<file path="src/rtl/mc_ctrl_pkg.sv">
package mc_ctrl_pkg;

    typedef enum logic [3:0] {
        ST_FETCH   = 4'd0,
        ST_DECODE  = 4'd1,
        ST_ADDR    = 4'd2,
        ST_LOAD    = 4'd3,
        ST_LOAD_WB = 4'd4,
        ST_STORE   = 4'd5,
        ST_EXEC    = 4'd6,
        ST_EXEC_WB = 4'd7,
        ST_BRANCH  = 4'd8
    } ctrl_state_e;

    typedef enum logic [2:0] {
        CL_REG    = 3'd0,
        CL_LOAD   = 3'd1,
        CL_STORE  = 3'd2,
        CL_BRANCH = 3'd3,
        CL_OTHER  = 3'd4
    } op_class_e;

    localparam logic [1:0] BSRC_REG   = 2'd0;
    localparam logic [1:0] BSRC_FOUR  = 2'd1;
    localparam logic [1:0] BSRC_IMM   = 2'd2;
    localparam logic [1:0] BSRC_IMMSH = 2'd3;

    localparam logic [1:0] AOP_ADD   = 2'd0;
    localparam logic [1:0] AOP_SUB   = 2'd1;
    localparam logic [1:0] AOP_FUNCT = 2'd2;

    typedef struct packed {
        logic       pc_write;
        logic       pc_write_cond;
        logic       pc_src_sel;
        logic       addr_sel;
        logic       mem_rd;
        logic       mem_wr;
        logic       ir_wr;
        logic       reg_wr;
        logic       reg_dst_sel;
        logic       wb_sel;
        logic       alu_a_sel;
        logic [1:0] alu_b_sel;
        logic [1:0] alu_op;
    } ctrl_word_t;

    typedef struct packed {
        ctrl_state_e state;
    } seq_regs_t;

endpackage

</file>
<file path="src/rtl/mc_op_class.sv">
module mc_op_class
    import mc_ctrl_pkg::*;
#(
    parameter int unsigned OP_W = 6,
    parameter logic [OP_W-1:0] OP_REG    = 6'd0,
    parameter logic [OP_W-1:0] OP_LOAD   = 6'd35,
    parameter logic [OP_W-1:0] OP_STORE  = 6'd43,
    parameter logic [OP_W-1:0] OP_BRANCH = 6'd4
) (
    input  logic [OP_W-1:0] opcode,
    output op_class_e       op_cls
);
    always_comb begin
        if (opcode == OP_REG)         op_cls = CL_REG;
        else if (opcode == OP_LOAD)   op_cls = CL_LOAD;
        else if (opcode == OP_STORE)  op_cls = CL_STORE;
        else if (opcode == OP_BRANCH) op_cls = CL_BRANCH;
        else                          op_cls = CL_OTHER;
    end
endmodule

</file>
<file path="src/rtl/mc_next_state.sv">
module mc_next_state
    import mc_ctrl_pkg::*;
(
    input  ctrl_state_e state_q,
    input  op_class_e   op_cls,
    output ctrl_state_e state_nx
);
    always_comb begin
        state_nx = ST_FETCH;
        unique case (state_q)
            ST_FETCH:   state_nx = ST_DECODE;
            ST_DECODE: begin
                unique case (op_cls)
                    CL_LOAD, CL_STORE: state_nx = ST_ADDR;
                    CL_REG:            state_nx = ST_EXEC;
                    CL_BRANCH:         state_nx = ST_BRANCH;
                    default:           state_nx = ST_FETCH;
                endcase
            end
            ST_ADDR:    state_nx = (op_cls == CL_LOAD) ? ST_LOAD : ST_STORE;
            ST_LOAD:    state_nx = ST_LOAD_WB;
            ST_EXEC:    state_nx = ST_EXEC_WB;
            ST_LOAD_WB, ST_STORE, ST_EXEC_WB, ST_BRANCH: state_nx = ST_FETCH;
            default:    state_nx = ST_FETCH;
        endcase
    end
endmodule

</file>
<file path="src/rtl/mc_ctrl_decode.sv">
module mc_ctrl_decode
    import mc_ctrl_pkg::*;
(
    input  ctrl_state_e state_q,
    output ctrl_word_t  cw
);
    always_comb begin
        cw = '0;
        unique case (state_q)
            ST_FETCH: begin
                cw.mem_rd    = 1'b1;
                cw.ir_wr     = 1'b1;
                cw.pc_write  = 1'b1;
                cw.alu_b_sel = BSRC_FOUR;
                cw.alu_op    = AOP_ADD;
            end
            ST_DECODE: begin
                cw.alu_b_sel = BSRC_IMMSH;
                cw.alu_op    = AOP_ADD;
            end
            ST_ADDR: begin
                cw.alu_a_sel = 1'b1;
                cw.alu_b_sel = BSRC_IMM;
                cw.alu_op    = AOP_ADD;
            end
            ST_LOAD: begin
                cw.addr_sel = 1'b1;
                cw.mem_rd   = 1'b1;
            end
            ST_LOAD_WB: begin
                cw.reg_wr = 1'b1;
                cw.wb_sel = 1'b1;
            end
            ST_STORE: begin
                cw.addr_sel = 1'b1;
                cw.mem_wr   = 1'b1;
            end
            ST_EXEC: begin
                cw.alu_a_sel = 1'b1;
                cw.alu_b_sel = BSRC_REG;
                cw.alu_op    = AOP_FUNCT;
            end
            ST_EXEC_WB: begin
                cw.reg_wr      = 1'b1;
                cw.reg_dst_sel = 1'b1;
            end
            ST_BRANCH: begin
                cw.alu_a_sel     = 1'b1;
                cw.alu_b_sel     = BSRC_REG;
                cw.alu_op        = AOP_SUB;
                cw.pc_src_sel    = 1'b1;
                cw.pc_write_cond = 1'b1;
            end
            default: cw = '0;
        endcase
    end
endmodule

</file>
<file path="src/rtl/mc_seq_ctrl.sv">
module mc_seq_ctrl
    import mc_ctrl_pkg::*;
#(
    parameter int unsigned OP_W = 6,
    parameter logic [OP_W-1:0] OP_REG    = 6'd0,
    parameter logic [OP_W-1:0] OP_LOAD   = 6'd35,
    parameter logic [OP_W-1:0] OP_STORE  = 6'd43,
    parameter logic [OP_W-1:0] OP_BRANCH = 6'd4
) (
    input  logic            clk,
    input  logic            rst_n,
    input  logic [OP_W-1:0] opcode,
    input  logic            alu_zero,
    output logic            pc_write,
    output logic            pc_write_cond,
    output logic            pc_load,
    output logic            pc_src_sel,
    output logic            addr_sel,
    output logic            mem_rd,
    output logic            mem_wr,
    output logic            ir_wr,
    output logic            reg_wr,
    output logic            reg_dst_sel,
    output logic            wb_sel,
    output logic            alu_a_sel,
    output logic [1:0]      alu_b_sel,
    output logic [1:0]      alu_op
);
    seq_regs_t   seq_d, seq_q;
    op_class_e   op_cls;
    ctrl_state_e state_nx;
    ctrl_word_t  cw;

    mc_op_class #(
        .OP_W(OP_W), .OP_REG(OP_REG), .OP_LOAD(OP_LOAD),
        .OP_STORE(OP_STORE), .OP_BRANCH(OP_BRANCH)
    ) u_cls (
        .opcode (opcode),
        .op_cls (op_cls)
    );

    mc_next_state u_nxt (
        .state_q  (seq_q.state),
        .op_cls   (op_cls),
        .state_nx (state_nx)
    );

    mc_ctrl_decode u_dec (
        .state_q (seq_q.state),
        .cw      (cw)
    );

    always_comb begin
        seq_d       = seq_q;
        seq_d.state = state_nx;
    end

    always_ff @(posedge clk or negedge rst_n) begin
        if (!rst_n) seq_q <= '{state: ST_FETCH};
        else        seq_q <= seq_d;
    end

    assign pc_write      = cw.pc_write;
    assign pc_write_cond = cw.pc_write_cond;
    assign pc_load       = cw.pc_write | (cw.pc_write_cond & alu_zero);
    assign pc_src_sel    = cw.pc_src_sel;
    assign addr_sel      = cw.addr_sel;
    assign mem_rd        = cw.mem_rd;
    assign mem_wr        = cw.mem_wr;
    assign ir_wr         = cw.ir_wr;
    assign reg_wr        = cw.reg_wr;
    assign reg_dst_sel   = cw.reg_dst_sel;
    assign wb_sel        = cw.wb_sel;
    assign alu_a_sel     = cw.alu_a_sel;
    assign alu_b_sel     = cw.alu_b_sel;
    assign alu_op        = cw.alu_op;

    AST_FETCH_TO_DECODE: assert property (@(posedge clk) disable iff (!rst_n)
        (seq_q.state == ST_FETCH) |=> (seq_q.state == ST_DECODE));
    AST_IR_SINGLE: assert property (@(posedge clk) disable iff (!rst_n)
        ir_wr |=> !ir_wr);
    AST_LOAD_WRITEBACK: assert property (@(posedge clk) disable iff (!rst_n)
        (seq_q.state == ST_LOAD) |=> (reg_wr && wb_sel));
    AST_STORE_ENDS: assert property (@(posedge clk) disable iff (!rst_n)
        (seq_q.state == ST_STORE) |=> (seq_q.state == ST_FETCH));
    AST_EXEC_WRITEBACK: assert property (@(posedge clk) disable iff (!rst_n)
        (seq_q.state == ST_EXEC) |=> (reg_wr && reg_dst_sel));
    AST_BRANCH_ENDS: assert property (@(posedge clk) disable iff (!rst_n)
        (seq_q.state == ST_BRANCH) |=> (seq_q.state == ST_FETCH));
    AST_OTHER_RETURNS: assert property (@(posedge clk) disable iff (!rst_n)
        (seq_q.state == ST_DECODE && op_cls == CL_OTHER) |=> ir_wr);
    AST_MEM_EXCLUSIVE: assert property (@(posedge clk) disable iff (!rst_n)
        $countones({mem_rd | mem_wr, reg_wr}) <= 1 && !(mem_rd && mem_wr));
endmodule

</file>
<file path="config.mk">
export PLATFORM = sky130hd
export DESIGN_NAME = mc_seq_ctrl
export DESIGN_NICKNAME = d
export VERILOG_FILES = /design/src/rtl/mc_ctrl_pkg.sv /design/src/rtl/mc_op_class.sv /design/src/rtl/mc_next_state.sv /design/src/rtl/mc_ctrl_decode.sv /design/src/rtl/mc_seq_ctrl.sv
export SDC_FILE = /design/constraint.sdc
export NUM_CORES = 1
export LEC_CHECK = 0
export BUFFER_PORTS_ARGS = -buffer_cell sky130_fd_sc_hd__buf_4
export CAP_MARGIN = 20
export CORE_AREA = 3 3 40 42
export CTS_CLUSTER_DIAMETER = 120
export DETAILED_ROUTE_END_ITERATION = 16
export DIE_AREA = 0 0 43 45
export PLACE_DENSITY = 0.71
export RECOVER_POWER = 100
export SYNTH_ARGS = -nofsm -noshare
export SYNTH_HDL_FRONTEND = slang
export SYNTH_HIERARCHICAL = 1
export SYNTH_SLANG_ARGS = --single-unit
</file>
<file path="constraint.sdc">
create_clock -name clk -period 1.5 [get_ports clk]
set_input_delay 0.45 -clock clk [delete_from_list [all_inputs] [get_ports clk]]
set_output_delay 0.45 -clock clk [all_outputs]
set_load 0.02 [all_outputs]
</file>
======== Word level (Yosys, flattened, before mapping) ========
Cells that the tools add are included.
operators by class
  muxes and demuxes ....................... 17
  reductions and logical operators ........ 8
  bitwise operators ....................... 2
  equality and inequality tests ........... 14
operators by type and width
  operator                                                               number
  4-bit one-hot mux with 5 select lines                                  2
  4-bit by 3-bit equality test with 1-bit output, second input constant  4
  3-bit 2-to-1 mux                                                       5
  6-bit equality test, second input constant                             2
  4-bit one-hot mux with 3 select lines                                  1
  4-bit by 2-bit equality test with 1-bit output, second input constant  2
  1-bit 2-to-1 mux                                                       8
  2-bit OR reduction                                                     4
  3-bit by 2-bit equality test with 1-bit output, second input constant  2
  6-bit by 3-bit equality test with 1-bit output, second input constant  1
  6-bit logical NOT                                                      1
  4-bit by 1-bit equality test with 1-bit output, second input constant  1
  4-bit equality test, second input constant                             1
  4-bit logical NOT                                                      1
  3-bit by 1-bit equality test with 1-bit output, second input constant  1
  3-bit logical NOT                                                      1
  3-bit OR reduction                                                     1
  2-bit 2-to-1 mux                                                       1
  1-bit bitwise AND                                                      1
  1-bit bitwise OR                                                       1
word-level totals
  flip-flop bits (word level) ............. 4
  logic and storage cells ................. 42

======== Longest topological paths before layout ========
  depth after elaboration ................. 9
  gate-level depth with buffers ........... 5
  gate-level depth less buffers ........... 5

======== Hierarchy ========
Netlist, hierarchy kept.
modules (own cells, without submodules)
  module          area each (um2)  cells an instance  times used
  mc_ctrl_decode  193.9            23                 1
  mc_seq_ctrl     107.6            5                  1
  mc_next_state   105.1            15                 1
  mc_op_class     57.6             8                  1

======== Worst setup path before layout ========
OpenSTA, ideal clock, no wires.
  kind .................................... flip-flop to output port
  start point ............................. reg seq_q[0] in the netlist's numbering
  end point ............................... out pc_load
  path slack .............................. -0.767 ns
  path buffers ............................ 2
  required time ........................... 1.050 ns
  arrival time ............................ 1.817 ns
  cell stages (with the launch flop) ...... 5
  path through ............................ dfrtp_1 > buf_6 > nor4_1 > buf_4 > a21o_1
RTL lines
  element                 RTL line           source
  from (decl)             mc_seq_ctrl.sv:29  seq_regs_t seq_d, seq_q;
  from (signal assigned)  mc_seq_ctrl.sv:59  if (!rst_n) seq_q <= '{state: ST_FETCH};
  from (signal assigned)  mc_seq_ctrl.sv:60  else seq_q <= seq_d;
  4-bit logical NOT       n/a
  1-bit 2-to-1 mux        n/a
  net ir_wr               mc_seq_ctrl.sv:21  output logic ir_wr,
  1-bit bitwise OR        mc_seq_ctrl.sv:65  assign pc_load = cw.pc_write | (cw.pc_write_cond & alu_zero);
  to (decl)               mc_seq_ctrl.sv:16  output logic pc_load,
The timed path passes the listed nets, and every way through them passes these cells.

======== Final worst setup path ========
  start point ............................. reg seq_q[0] in the netlist's numbering
  end point ............................... out alu_a_sel
between the ends
  cells in the longest elaborated chain, start to end .. 3
RTL lines
  element                                                                       RTL line             source
  4-bit by 2-bit equality test with 1-bit output, or another cell as far along  mc_ctrl_decode.sv:9  unique case (state_q)
  3-bit OR reduction (no line) *                                                n/a
  1-bit 2-to-1 mux *                                                            mc_ctrl_decode.sv:9
  to (decl)                                                                     mc_seq_ctrl.sv:25    output logic alu_a_sel,
Mark *: on every way between the ends. The rest lies on a longest branch, timed or not.

==> results.sh <==
export IMPL_status="finished with violations"
export IMPL_failed_checks="negative setup slack"
export IMPL_vias_in_the_first_global_route=581
export IMPL_die_width_um=43
export IMPL_cts_buffers_inserted=3
export IMPL_gr_usage_met3_pct=2.79
export IMPL_ios=25
export IMPL_total_routed_wirelength_um=1570
export IMPL_drtPass1Iterations=4
export IMPL_final_standard_cell_utilization_of_the_core_pct=80.2
export IMPL_num_antenna_cells=0
export IMPL_path_max_fanout=6
export IMPL_first_pass_grt_wire_length_um=2620
export IMPL_total_gr_overflow=0
export IMPL_period_share_pct=119
export IMPL_grt_met1_usage_pct=20.1
export IMPL_largest_register="seq_q"
export IMPL_cp_required_ns=1.05
export IMPL_min_delay_path_class="input pin to async pin"
export IMPL_tritoncts="done"
export IMPL_postSynthNetCount=60
export IMPL_netlist_instances=51
export IMPL_yosysUniqueCellTypes=33
export IMPL_placement_io_buffers=24
export IMPL_maximum_vdd_drop_uv=741
export IMPL_power_per_cell_area_nw_per_um2=971
export IMPL_number_of_flip_flops_in_the_largest_register=4
export IMPL_worst_slew_margin_rel_pct=78.9
export IMPL_core_rowCount=13
export IMPL_worst_skew_pair_late_latency_ns=0.23
export IMPL_ys_top_cells_by_count="4 x dfrtp_1, 4 x nor3_1, 4 x nor3b_1"
export IMPL_achievable_frequency_mhz=562
export IMPL_h_tree_depth=1
export IMPL_synth_largest_type_area_fraction_pct=21.6
export IMPL_post_synth_cell_area_avg_um2=9.10
export IMPL_grt_util_met2_pct=33.5
export IMPL_crit_path_end_kind="primary output"
export IMPL_globalRouteTotalUtil_pct=17.6
export IMPL_async_flop_share_pct=100
export IMPL_fp_dieArea_um2=1940
export IMPL_yosysWarnings=6
export IMPL_detail_route_wl_per_cell_um=14.3
export IMPL_worst_setup_path_type="flip-flop to primary output"
export IMPL_start_util_pct=36.1
export IMPL_most_area_hungry_cell_type_in_the_yosys_netlist="dfrtp_1"
export IMPL_max_slew_worst_pin_slew_ns=0.315
export IMPL_design_core_area_um2=1280
export IMPL_cts_reportedPaths_clkPinSlew_ns=0.04
export IMPL_timing_clock_skew_ns=0.00196
export IMPL_dr_first_iter_drc_count=1
export IMPL_post_route_min_period_ns=1.78
export IMPL_synth_edff_count=0
export IMPL_ys_dominant_reg_cell="dfrtp_1"
export IMPL_antenna_violations_before_repair=0
export IMPL_grt_start_max_net_pins=10
export IMPL_detail_route_antenna_nets=0
export IMPL_via_count=577
export IMPL_synth_yosys_seq_area_share_pct=21.6
export IMPL_avgViaCountPerCell=5.25
export IMPL_maxSlewViolCount=0
export IMPL_grt_most_used_layer="met2"
export IMPL_total_half_perimeter_wirelength_after_legalization_and_detailed_placement_um=1080
export IMPL_final_hold_worst_slack_ns=0.588
export IMPL_maxCapViolCount=0
export IMPL_cts_sinks=4
export IMPL_max_clock_path_buffers=2
export IMPL_finalHoldViolations=0
export IMPL_detail_route_drc_violations=0
export IMPL_setup_viol=18
export IMPL_clk_root_buffer_cell="clkbuf_4"
export IMPL_startpoint_type="flip-flop"
export IMPL_die_height_um=45
export IMPL_rsz_0062_raised_after_global_routing="true"
export IMPL_syn_to_final_growth_pct=122
export IMPL_drive_gt1_share_pct=82.1
export IMPL_globalplace_congestion=0.732
export IMPL_largest_registers="seq_q: 4 flops"
export IMPL_yosys_register_bits=4
export IMPL_setup_tns_ns=-3.90
export IMPL_synth_area_leaders="dfrtp_1 22%, nor3b_1 6.5%, nor4b_4 5.1%"
export IMPL_total_leakage_power_nw=0.458
export IMPL_critPathArrivalTime_ns=1.33
export IMPL_fin_nets=106
export IMPL_synth_cell_area_um2=464
export IMPL_finalWorstSetupSlack_ns=-0.279
==> area by class of cell <==
| cell class | count | area [um^2] |
|---|---|---|
| multi-input combinational | 40 | 467 |
| timing repair buffer | 47 | 415 |
| fill | 90 | 254 |
| sequential | 4 | 104 |
| clock buffer | 3 | 22.5 |
| tap | 15 | 18.8 |
| inverter | 1 | 3.75 |
==> final timing paths <==
path / slack (ns) / cells after the start / end / startpoint
setup / recovery: -0.28 / 3 / alu_a_sel / seq_q[0]$_DFF_PN0_
hold / removal: 0.59 / 2 / seq_q[3]$_DFF_PN0_ / rst_n
setup reg to reg: -0.09 / 4 / seq_q[1]$_DFF_PN0_ / seq_q[1]$_DFF_PN0_
hold reg to reg: 0.69 / 2 / seq_q[0]$_DFF_PN0_ / seq_q[2]$_DFF_PN0_
max in group asynchronous: 0.70 / 2 / seq_q[2]$_DFF_PN0_ / rst_n
min in group clk: 0.61 / 4 / seq_q[3]$_DFF_PN0_ / opcode[4]
==> layer usage <==
metal | up-vias | part of all wire [%]
met3 | 2 | 6.2
li1 | 278 | -
met5 | - | 0
met1 | 274 | 37
met2 | 23 | 56
met4 | 0 | 0.76
==> what timing repair did <==
item	CTS	global route
resized for setup	26	12
endpoints found under the setup margin	19	19
hold buffers	0	1
pin swaps	11	3
setup buffers	1	1
endpoints found under the hold margin	0	4
==> worst max-delay path, stage by stage (launching register included) <==
cell      delay [ns]
dfrtp_2         0.46
nor4b_4         0.33
o21bai_4        0.18
buf_6           0.12
==> stage by stage <==
stage	std cells	setup slack (ns)	total power [mW]	area [um^2]
final	110	-0.279	1.00	1030
after global routing	110	-0.372	1.07	1030
after CTS	108	-0.296	0.958	957
after detailed placement	104	-0.401	0.773	821
after global placement	104	-0.379	0.764	821
after floorplan	51	-0.327	0.572	522
==> cell families (layout without fill, tap and decap cells) <==
| group | count (synthesis) | after routing | synth area share (%) |
|---|---|---|---|
| and+or+nand+nor | 26 | 26 | 44.2 |
| AOI/OAI and AO/OA | 12 | 12 | 18.9 |
| buffers and inverters | 7 | 51 | 11.6 |
| DFF | 4 | 4 | 21.6 |
| xor gates and xnor gates | 2 | 2 | 3.77 |
==> cell usage in the layout (no fill, tap or decap), types with 2 or more instances in the layout <==
cell type,count
a21o_4,2
a21oi_1,2
buf_4,29
buf_6,15
clkbuf_4,3
dfrtp_2,3
nand2b_4,2
nor2_1,2
nor3_2,3
nor3b_2,5
or4b_4,2
==> report_power, final <==
group	internal, mW	total [mW]	switching (mW)
registers	0.130	0.177	0.0474
logic	0.361	0.687	0.327
clock network	0.0897	0.137	0.0470
No activity file was read; power rests on OpenSTA's default activity.
